[src/rtl/sdac_pkg.sv]
package sdac_pkg;

  // Strobes from the control half to the datapath half, one system cycle wide.
  typedef struct packed {
    logic shift;  // accept one serial bit into the frame register
    logic load;   // copy the code field into the holding register
  } sdacStrobe_t;

  // Bit positions inside the synchronized pin bundle.
  localparam int PIN_SCLK = 0;
  localparam int PIN_DIN  = 1;
  localparam int PIN_SELN = 2;
  localparam int PIN_CNT  = 3;

endpackage

[src/rtl/sdac_sync.sv]
module sdac_sync #(
  parameter int              WIDTH     = 3,
  parameter int              STAGES    = 2,
  parameter logic [WIDTH-1:0] RESET_VAL = '0
) (
  input  logic             clk,
  input  logic             porN,
  input  logic [WIDTH-1:0] asyncIn,
  output logic [WIDTH-1:0] syncOut
);

  logic [WIDTH-1:0] stageQ [STAGES];

  always_ff @(posedge clk or negedge porN) begin
    if (!porN) begin
      for (int s = 0; s < STAGES; s++) stageQ[s] <= RESET_VAL;
    end else begin
      stageQ[0] <= asyncIn;
      for (int s = 1; s < STAGES; s++) stageQ[s] <= stageQ[s-1];
    end
  end

  assign syncOut = stageQ[STAGES-1];

endmodule

[src/rtl/sdac_ctrl.sv]
module sdac_ctrl
  import sdac_pkg::*;
(
  input  logic        clk,
  input  logic        porN,
  input  logic        sclkSync,
  input  logic        selNSync,
  output sdacStrobe_t strb
);

  logic sclkPrev;
  logic selNPrev;

  // Previous samples; select idles high so its history resets high.
  always_ff @(posedge clk or negedge porN) begin
    if (!porN) begin
      sclkPrev <= 1'b0;
      selNPrev <= 1'b1;
    end else begin
      sclkPrev <= sclkSync;
      selNPrev <= selNSync;
    end
  end

  logic sclkRise;
  logic selRise;

  always_comb begin
    sclkRise   = sclkSync & ~sclkPrev;
    selRise    = selNSync & ~selNPrev;
    // A clock level that is already high when select drops is no edge,
    // so it never produces a shift.
    strb.shift = sclkRise & ~selNSync;
    strb.load  = selRise;
  end

endmodule

[src/rtl/sdac_datapath.sv]
module sdac_datapath
  import sdac_pkg::*;
#(
  parameter int FRAME_W = 16,
  parameter int CODE_W  = 14
) (
  input  logic              clk,
  input  logic              porN,
  input  sdacStrobe_t       strb,
  input  logic              dinSync,
  output logic [FRAME_W-1:0] frameReg,
  output logic [CODE_W-1:0]  codeReg,
  output logic              serOut
);

  localparam int TOP = FRAME_W - 1;

  always_ff @(posedge clk or negedge porN) begin
    if (!porN) begin
      frameReg <= '0;
    end else if (strb.shift) begin
      frameReg <= {frameReg[TOP-1:0], dinSync};
    end
  end

  always_ff @(posedge clk or negedge porN) begin
    if (!porN) begin
      codeReg <= '0;
    end else if (strb.load) begin
      codeReg <= frameReg[TOP -: CODE_W];
    end
  end

  assign serOut = frameReg[TOP];

endmodule

[src/rtl/sdac_front.sv]
module sdac_front
  import sdac_pkg::*;
#(
  parameter int FRAME_W     = 16,
  parameter int CODE_W      = 14,
  parameter int SYNC_STAGES = 2
) (
  input  logic              clk,
  input  logic              porN,
  input  logic              sclkPin,
  input  logic              dinPin,
  input  logic              selNPin,
  output logic              serOut,
  output logic [CODE_W-1:0] dacCode
);

  localparam logic [PIN_CNT-1:0] SYNC_RST = PIN_CNT'(1) << PIN_SELN;

  logic [PIN_CNT-1:0] pinRaw;
  logic [PIN_CNT-1:0] pinSync;
  logic               sclkSync;
  logic               dinSync;
  logic               selNSync;
  sdacStrobe_t        strb;
  logic [FRAME_W-1:0] frameReg;

  always_comb begin
    pinRaw           = '0;
    pinRaw[PIN_SCLK] = sclkPin;
    pinRaw[PIN_DIN]  = dinPin;
    pinRaw[PIN_SELN] = selNPin;
  end

  sdac_sync #(
    .WIDTH    (PIN_CNT),
    .STAGES   (SYNC_STAGES),
    .RESET_VAL(SYNC_RST)
  ) u_sync (
    .clk    (clk),
    .porN   (porN),
    .asyncIn(pinRaw),
    .syncOut(pinSync)
  );

  assign sclkSync = pinSync[PIN_SCLK];
  assign dinSync  = pinSync[PIN_DIN];
  assign selNSync = pinSync[PIN_SELN];

  sdac_ctrl u_ctrl (
    .clk     (clk),
    .porN    (porN),
    .sclkSync(sclkSync),
    .selNSync(selNSync),
    .strb    (strb)
  );

  sdac_datapath #(
    .FRAME_W(FRAME_W),
    .CODE_W (CODE_W)
  ) u_dp (
    .clk     (clk),
    .porN    (porN),
    .strb    (strb),
    .dinSync (dinSync),
    .frameReg(frameReg),
    .codeReg (dacCode),
    .serOut  (serOut)
  );

endmodule

[config.mk]
export PLATFORM = sky130hd
export DESIGN_NAME = sdac_front
export DESIGN_NICKNAME = d
export VERILOG_FILES = /design/src/rtl/sdac_pkg.sv /design/src/rtl/sdac_sync.sv /design/src/rtl/sdac_ctrl.sv /design/src/rtl/sdac_datapath.sv /design/src/rtl/sdac_front.sv
export SDC_FILE = /design/constraint.sdc
export NUM_CORES = 1
export LEC_CHECK = 0
export CAP_MARGIN = 20
export CORE_MARGIN = 2
export CORE_UTILIZATION = 40
export DETAILED_ROUTE_END_ITERATION = 8
export PLACE_DENSITY = 0.71
export SETUP_SLACK_MARGIN = 0.2
export SLEW_MARGIN = 15
export SYNTH_ARGS = -nofsm -noshare
export SYNTH_HDL_FRONTEND = slang
export SYNTH_SLANG_ARGS = --single-unit
[constraint.sdc]
create_clock -name clk -period 1.5 [get_ports clk]
set_input_delay 0.3 -clock clk [delete_from_list [all_inputs] [get_ports clk]]
set_output_delay 0.3 -clock clk [all_outputs]
set_load 0.03 [all_outputs]
## Word-level counts from Yosys, hierarchy flattened

Cells that the tools add are included.

- Register bits after elaboration: 38
- Output and inout port bits: 15

- Bitwise logic cells: 6

Operators by type and width:

| cell | count |
|---|---|
| 1-bit bitwise AND | 3 |
| 1-bit NOT | 3 |

## Logic depth before layout (Yosys ltp)

Gate-level depths: netlist (run 1).

- Word-level depth: 3
- Mapped depth: 4
- Mapped depth without buffers: 2

## Hierarchy

Synthesis (run 1) repeated with hierarchy kept, for this count alone.

- Cell total of the unflattened synthesis: 78
- Area, all modules: 1431.4 um^2

By module, submodules not included:

| module | area an instance (um^2) | cells each | times used | sequential area each (um^2) |
|---|---|---|---|---|
| sdac_datapath | 1176.1 | 64 | 1 | 750.7 |
| sdac_sync | 175.2 | 9 | 1 | 152.6 |
| sdac_ctrl | 80.1 | 5 | 1 | 51.3 |

## Least setup slack after synthesis (run 1)

Ideal clock, no wire load.

- Path type: register -> register
- From: register u_sync.stageQ (netlist bit u_sync.syncOut[2])
- To: register u_dp.codeReg[0]
- Cell stages (with the launch flop): 5
- Path slack: 0.109 ns
- Data required time: 1.375 ns
- Setup time: 0.125 ns
- Path buffers: 2
- Arrival: 1.266 ns
- Cell sequence: dfstp_2 nor2b_1 buf_2 buf_6 mux2_2

- Cells in the longest elaborated chain, start to end: 1

RTL lines:

| what | RTL line | text |
|---|---|---|
| start, declared | sdac_sync.sv:12 | `logic [WIDTH-1:0] stageQ [STAGES];` |
| 1-bit bitwise AND | sdac_ctrl.sv:30 | `selRise = selNSync & ~selNPrev;` |
| end signal, assigned | sdac_datapath.sv:30 | `codeReg <= frameReg[TOP -: CODE_W];` |
| end, declared | sdac_datapath.sv:12 | `output logic [CODE_W-1:0] codeReg,` |

Every way passes these cells.
A chain may end at the register's enable or synchronous reset.

## Worst setup path in the final report (run 1)

- From: register u_sync.stageQ (netlist bit u_sync.syncOut[2])
- To: register u_dp.codeReg[5]

Same word-level chain as after synthesis.

==> results.cfg, run 1 <==
[run_status]
run_status = finished clean

[sta]
total_negative_setup_slacks_ns = 0
finalWorstPathRequiredPeriod_ns = 1.33
skew_ns = 0.0120
max_slew.worst_pin.slew_ns = 0.415
fmax_ghz = 0.755
unrepaired_setup_endpoints_after_global_routing = true
report.final.setup_viol = 0
fin_crit_sh = 0.883
hold_viol_final = 0
finalMaxSlewViolations = 0
timing.max_slew.rel_slack = 0.724
final_critical_path_setup_slack_ns = 0.175

[die]
dieArea_mm2 = 0.00397
die_extent_in_x_um = 63.0
die_height_um = 63.0
number_of_standard_cell_rows_in_the_floorplan = 21
floorplan.initialDensity = 0.417
ios = 20
core_mm2 = 0.00334

[setup_path]
critical_path_arrival_ns = 1.55
family_with_the_most_delay_on_the_worst_path = flip-flops
critical_path_peak_fanout = 7
required_ns = 1.72
worstRegToRegCells = 3
worst_path_max_delay_cell = dfstp_2
crit_path_class = reg -> reg
crit_cells = 3
crit_chain = nor2b_4 > buf_6 > mux2_4
element_type_at_the_critical_path_start = register
max_stage_delay_ns = 0.58
path_buf_inv = 1
worst_setup_path_end_kind = register

[cts]
clk-insertion-delay-late_ns = 0.34
clk_sinks = 38
cts_buffers = 5
tritoncts_clock_tree = built
ctsLongestPathBuffers = 2
cts_htree_levels = 2
path_clk_slew_ns = 0.11
cts_root_buffer = clkbuf_4

[grt]
groute.usage.overall = 0.123
first_pass_grt_wire_length_um = 3640
grt_pass1_vias = 732
grt_max_degree = 23
number_of_antenna_violations_at_the_first_check_in_global_routing = 0
grt_overflow = 0

[cells_and_area]
syn_to_final_growth_pct = 25.1
layout.cells.most_common = dfrtp_1
multiInputGateArea_um2 = 460
fillerInstances = 286
most-common-layout-cells = dfrtp_1, mux2_4, buf_2
final_layout_size_suffix_gt1_frac = 0.608
final-seq-area_um2 = 955
num_antenna_cells = 0
nets_final = 106

[placement]
io_buffer_count = 19
globalplace.congestion = 0.692
pre_cts_ws_ns = 0.106

[yosys]
post_synth_inst_count = 73
ys_seq_elements = 38
synthesis.yosys.warnings = 0
ys_types = 9
syn_area_per_cell_um2 = 19.1
synth_area_mm2 = 0.00139
synth.net_count = 78
ys_seq_area_frac = 0.686

[drt]
first_pass_iters = 2
vias = 688
detailedRoute.firstIterationViolations = 65
count_of_unresolved_drc_violations_after_routing = 0
routed_wl_um = 2050
antenna_violating_nets_post_route = 0
drt-wirelength-per-cell_um = 13.9
vias_per_cell = 4.65

[pwr]
leakage_nw = 0.868
ir_drop_mv = 0.489
p_per_area_mw_per_mm2 = 1550

[min_path]
hold-path-cell-count = 0
hold_path.class = reg -> reg

[job]
cap_violations = 0
cells by family (layout without fill, tap and decap cells):
group | Yosys count | count (layout) | share of synthesized area
buffers and inverters | 3 | 32 | 0.0261
and+or+nand+nor | 2 | 2 | 0.0180
muxes | 30 | 30 | 0.270
DFF | 38 | 38 | 0.686
synthesized netlist by cell type:
library cell / number / area (µm²)
nor2b_1: 1 / 6.26
buf_12: 1 / 20.0
mux2_4: 10 / 150
buf_6: 1 / 11.3
nor3b_4: 1 / 18.8
dfrtp_1: 35 / 876
buf_2: 1 / 5.00
dfstp_2: 3 / 78.8
mux2_2: 20 / 225
worst reg2reg max path: stages (launching register included):
cell	delay [ns]
dfstp_2	0.58
nor2b_4	0.17
buf_6	0.16
mux2_4	0.31
registers in the layout, summed over array words and instances (netlist names):
register	cells
u_ctrl.sclkPrev	1
u_dp.frameReg	16
u_dp.codeReg	14
u_sync.syncOut	3
u_ctrl.selNPrev	1
u_sync.stageQ	3
timing repair:
item | CTS | global route
hold endpoints to repair | 13 | 0
hold buffers | 1 | 0
endpoints found under the setup margin | 29 | 24
setup buffers | 0 | 0
gates resized for setup | 79 | 4
power by group:
group,internal (mW),switching (mW)
Combinational,0.315,0.294
Clock,0.398,0.318
Sequential,1.22,0.141
worst paths after layout:
kind	startpoint	to	slack (ns)
max	u_sync.syncOut[2]$_DFF_PN1_	u_dp.codeReg[5]$_DFFE_PN0P_	0.17
min	u_sync.stageQ[3]$_DFF_PN0_	u_sync.syncOut[0]$_DFF_PN0_	0.36
max reg2reg	u_sync.syncOut[2]$_DFF_PN1_	u_dp.codeReg[5]$_DFFE_PN0P_	0.17
min reg2reg	u_sync.stageQ[3]$_DFF_PN0_	u_sync.syncOut[0]$_DFF_PN0_	0.36
max in group asynchronous	porN	u_dp.codeReg[5]$_DFFE_PN0P_	0.63
min in group asynchronous	porN	u_sync.syncOut[0]$_DFF_PN0_	0.41
through the flow:
step                power (mW)  hold slack, ns  area (µm²)  utilization  std cells
finish                    2.69           0.359        1740        0.522        148
CTS                       2.72           0.357        1730        0.517        148
detailed placement        2.08           0.242        1690        0.507        139
global route              2.82           0.350        1740        0.522        148
global placement          2.05           0.237        1690        0.507        139
floorplan                 1.80         0.00441        1440            -         73
layer usage:
| metal | vias up | part of all wire | GRT usage |
|---|---|---|---|
| met5 | - | 0 | 0 |
| met4 | 0 | 0.027 | 0.0917 |
| met3 | 6 | 0.048 | 0.0414 |
| met2 | 19 | 0.44 | 0.168 |
| met1 | 349 | 0.49 | 0.162 |
| li1 | 314 | - | - |
layout make-up:
cell class | count | area share
Sequential cell | 38 | 0.549
Multi-Input combinational cell | 32 | 0.265
Timing Repair Buffer | 24 | 0.105
Tap cell | 46 | 0.0331
Clock buffer | 7 | 0.0316
Clock inverter | 1 | 0.0173
(Power assumes the default switching activity.)
==> run 2: changes to the inputs <==
--- a/config.mk
+++ b/config.mk
@@ -9,9 +9,10 @@
 export CORE_MARGIN = 2
 export CORE_UTILIZATION = 40
 export DETAILED_ROUTE_END_ITERATION = 8
-export PLACE_DENSITY = 0.71
+export PLACE_DENSITY = 0.7
 export SETUP_SLACK_MARGIN = 0.2
 export SLEW_MARGIN = 15
 export SYNTH_ARGS = -nofsm -noshare
 export SYNTH_HDL_FRONTEND = slang
+export SYNTH_HIERARCHICAL = 1
 export SYNTH_SLANG_ARGS = --single-unit
==> constraint.sdc (replaced) <==
create_clock -name clk -period 1.55 [get_ports clk]
set_input_delay 0.31 -clock clk [delete_from_list [all_inputs] [get_ports clk]]
set_output_delay 0.31 -clock clk [all_outputs]
set_load 0.03 [all_outputs]
==> run 2 against run 1 <==
Final cell count grew 0.68%. Clock power shrank 36%. Synthesized cell count grew 5.5%. Highest routed layer unchanged. Largest cell class unchanged. Sequential cell count is the same. Clock skew shrank 0.0075 ns. Sequential share of layout area grew 2.0 points. First-iteration DRC count shrank 63%.
==> results.cfg, run 2 <==
[run_status]
run_status = finished clean

[yosys]
synth_area_mm2 = 0.00142
synthesis.yosys.warnings = 6
syn_area_per_cell_um2 = 18.5
synth.net_count = 82
post_synth_inst_count = 77

[grt]
grt_pass1_vias = 701
number_of_antenna_violations_at_the_first_check_in_global_routing = 0
grt_max_degree = 22
grt_overflow = 0
first_pass_grt_wire_length_um = 3580
groute.usage.overall = 0.119

[cts]
cts_root_buffer = clkbuf_4
tritoncts_clock_tree = built
cts_htree_levels = 2
ctsLongestPathBuffers = 2
path_clk_slew_ns = 0.10
clk_sinks = 38
cts_buffers = 5
clk-insertion-delay-late_ns = 0.33

[sta]
fin_crit_sh = 0.848
max_slew.worst_pin.slew_ns = 0.412
skew_ns = 0.00450
timing.max_slew.rel_slack = 0.725
report.final.setup_viol = 0
finalWorstPathRequiredPeriod_ns = 1.31
finalMaxSlewViolations = 0
total_negative_setup_slacks_ns = 0
unrepaired_setup_endpoints_after_global_routing = true
fmax_ghz = 0.761
hold_viol_final = 0

[pwr]
p_per_area_mw_per_mm2 = 1390
ir_drop_mv = 0.641
leakage_nw = 0.842

[setup_path]
critical_path_arrival_ns = 1.54
family_with_the_most_delay_on_the_worst_path = flip-flops
crit_chain = and2b_2 > buf_6 > mux2_4
reg2reg_slack_ns = 0.24
crit_path_class = reg -> reg
timing.rr.end = u_dp/codeReg[6]$_DFFE_PN0P_
worstRegToRegCells = 3
element_type_at_the_critical_path_start = register
max_stage_delay_ns = 0.53
worstReg2RegStart = u_ctrl/selNPrev$_DFF_PN1_
worst_setup_path_end_kind = register
required_ns = 1.78
worst_path_max_delay_cell = dfstp_2
critical_path_peak_fanout = 7
path_buf_inv = 1

[cells_and_area]
most-common-layout-cells = dfrtp_1, mux2_4, buf_2
layout_top_registers = u_dp/frameReg (16), u_dp/codeReg (14)
num_antenna_cells = 0
syn_to_final_growth_pct = 18.0
largest_reg_flops = 16
fillerInstances = 309
layoutNonFillerInstCount = 149
top_register = u_dp/frameReg
fin_area_mm2 = 0.00168
final_layout_size_suffix_gt1_frac = 0.602
nets_final = 108
layout.cells.most_common = dfrtp_1

[die]
core_mm2 = 0.00339
floorplan.initialDensity = 0.420
die_extent_in_x_um = 63.7
dieArea_mm2 = 0.00405
die_height_um = 63.7
ios = 20
number_of_standard_cell_rows_in_the_floorplan = 21

[placement]
placement.cell_area_mm2 = 0.00168
io_buffer_count = 19
globalplace.congestion = 0.676
hpwlAfterDp_um = 1390
numPlacedInstances = 140

[drt]
drt-wirelength-per-cell_um = 13.7
antenna_violating_nets_post_route = 0
vias = 680
first_pass_iters = 2
detailedRoute.firstIterationViolations = 24
vias_per_cell = 4.56
routed_wl_um = 2050
count_of_unresolved_drc_violations_after_routing = 0

[min_path]
hold-path-cell-count = 0
whs_endpoint = u_sync/syncOut[2]$_DFF_PN1_
holdCritStartpoint = u_sync/stageQ[5]$_DFF_PN1_
hold_path.class = reg -> reg

[job]
cap_violations = 0
run 2: area by class of cell:
class / instances / area (µm²) / area share
Sequential cell: 38 / 955 / 0.568
Multi-Input combinational cell: 32 / 438 / 0.261
Timing Repair Buffer: 26 / 185 / 0.110
Tap cell: 46 / 57.6 / 0.0343
Clock buffer: 7 / 45.0 / 0.0268
run 2: timing repair:
item | 4_1_cts | 5_1_grt
buffers inserted | 1 | 0
hold endpoints to repair | 14 | 0
hold buffers | 1 | 0
setup endpoints to repair | 24 | 20
resized for setup | 55 | 23
run 2: power by group:
part,switching (mW),internal [mW]
clock network,0.289,0.171
registers,0.125,1.19
logic,0.278,0.288
run 2: routing by layer:
metal,global-route usage,vias to the layer above,share of wire
met4,0.0489,0,0.015
met5,0,-,0
li1,-,311,-
met1,0.169,346,0.48
met3,0.0518,3,0.067
met2,0.158,20,0.43
run 2: worst max-delay path by stage:
stage                                        from                           end  slack [ns]  cells after the start
floorplan             u_sync/syncOut[2]$_DFF_PN1_  u_dp/codeReg[10]$_DFFE_PN0P_        0.16                      5
global placement    u_dp/frameReg[15]$_DFFE_PN0P_                        serOut        0.21                      1
detailed placement    u_sync/syncOut[2]$_DFF_PN1_   u_dp/codeReg[6]$_DFFE_PN0P_        0.18                      3
CTS                 u_dp/frameReg[15]$_DFFE_PN0P_                        serOut        0.18                      1
global route          u_sync/syncOut[2]$_DFF_PN1_  u_dp/frameReg[1]$_DFFE_PN0P_        0.20                      3
finish                  u_ctrl/selNPrev$_DFF_PN1_   u_dp/codeReg[6]$_DFFE_PN0P_        0.24                      3
run 2: metrics by stage:
stage	hold slack, ns	setup WS, ns	power (mW)	util
global placement	0.258	0.208	1.96	0.496
global route	0.366	0.196	2.48	0.496
detailed placement	0.267	0.182	1.98	0.496
finish	0.364	0.236	2.34	0.496
floorplan	0.0144	0.157	1.73	-
CTS	0.363	0.185	2.40	0.511
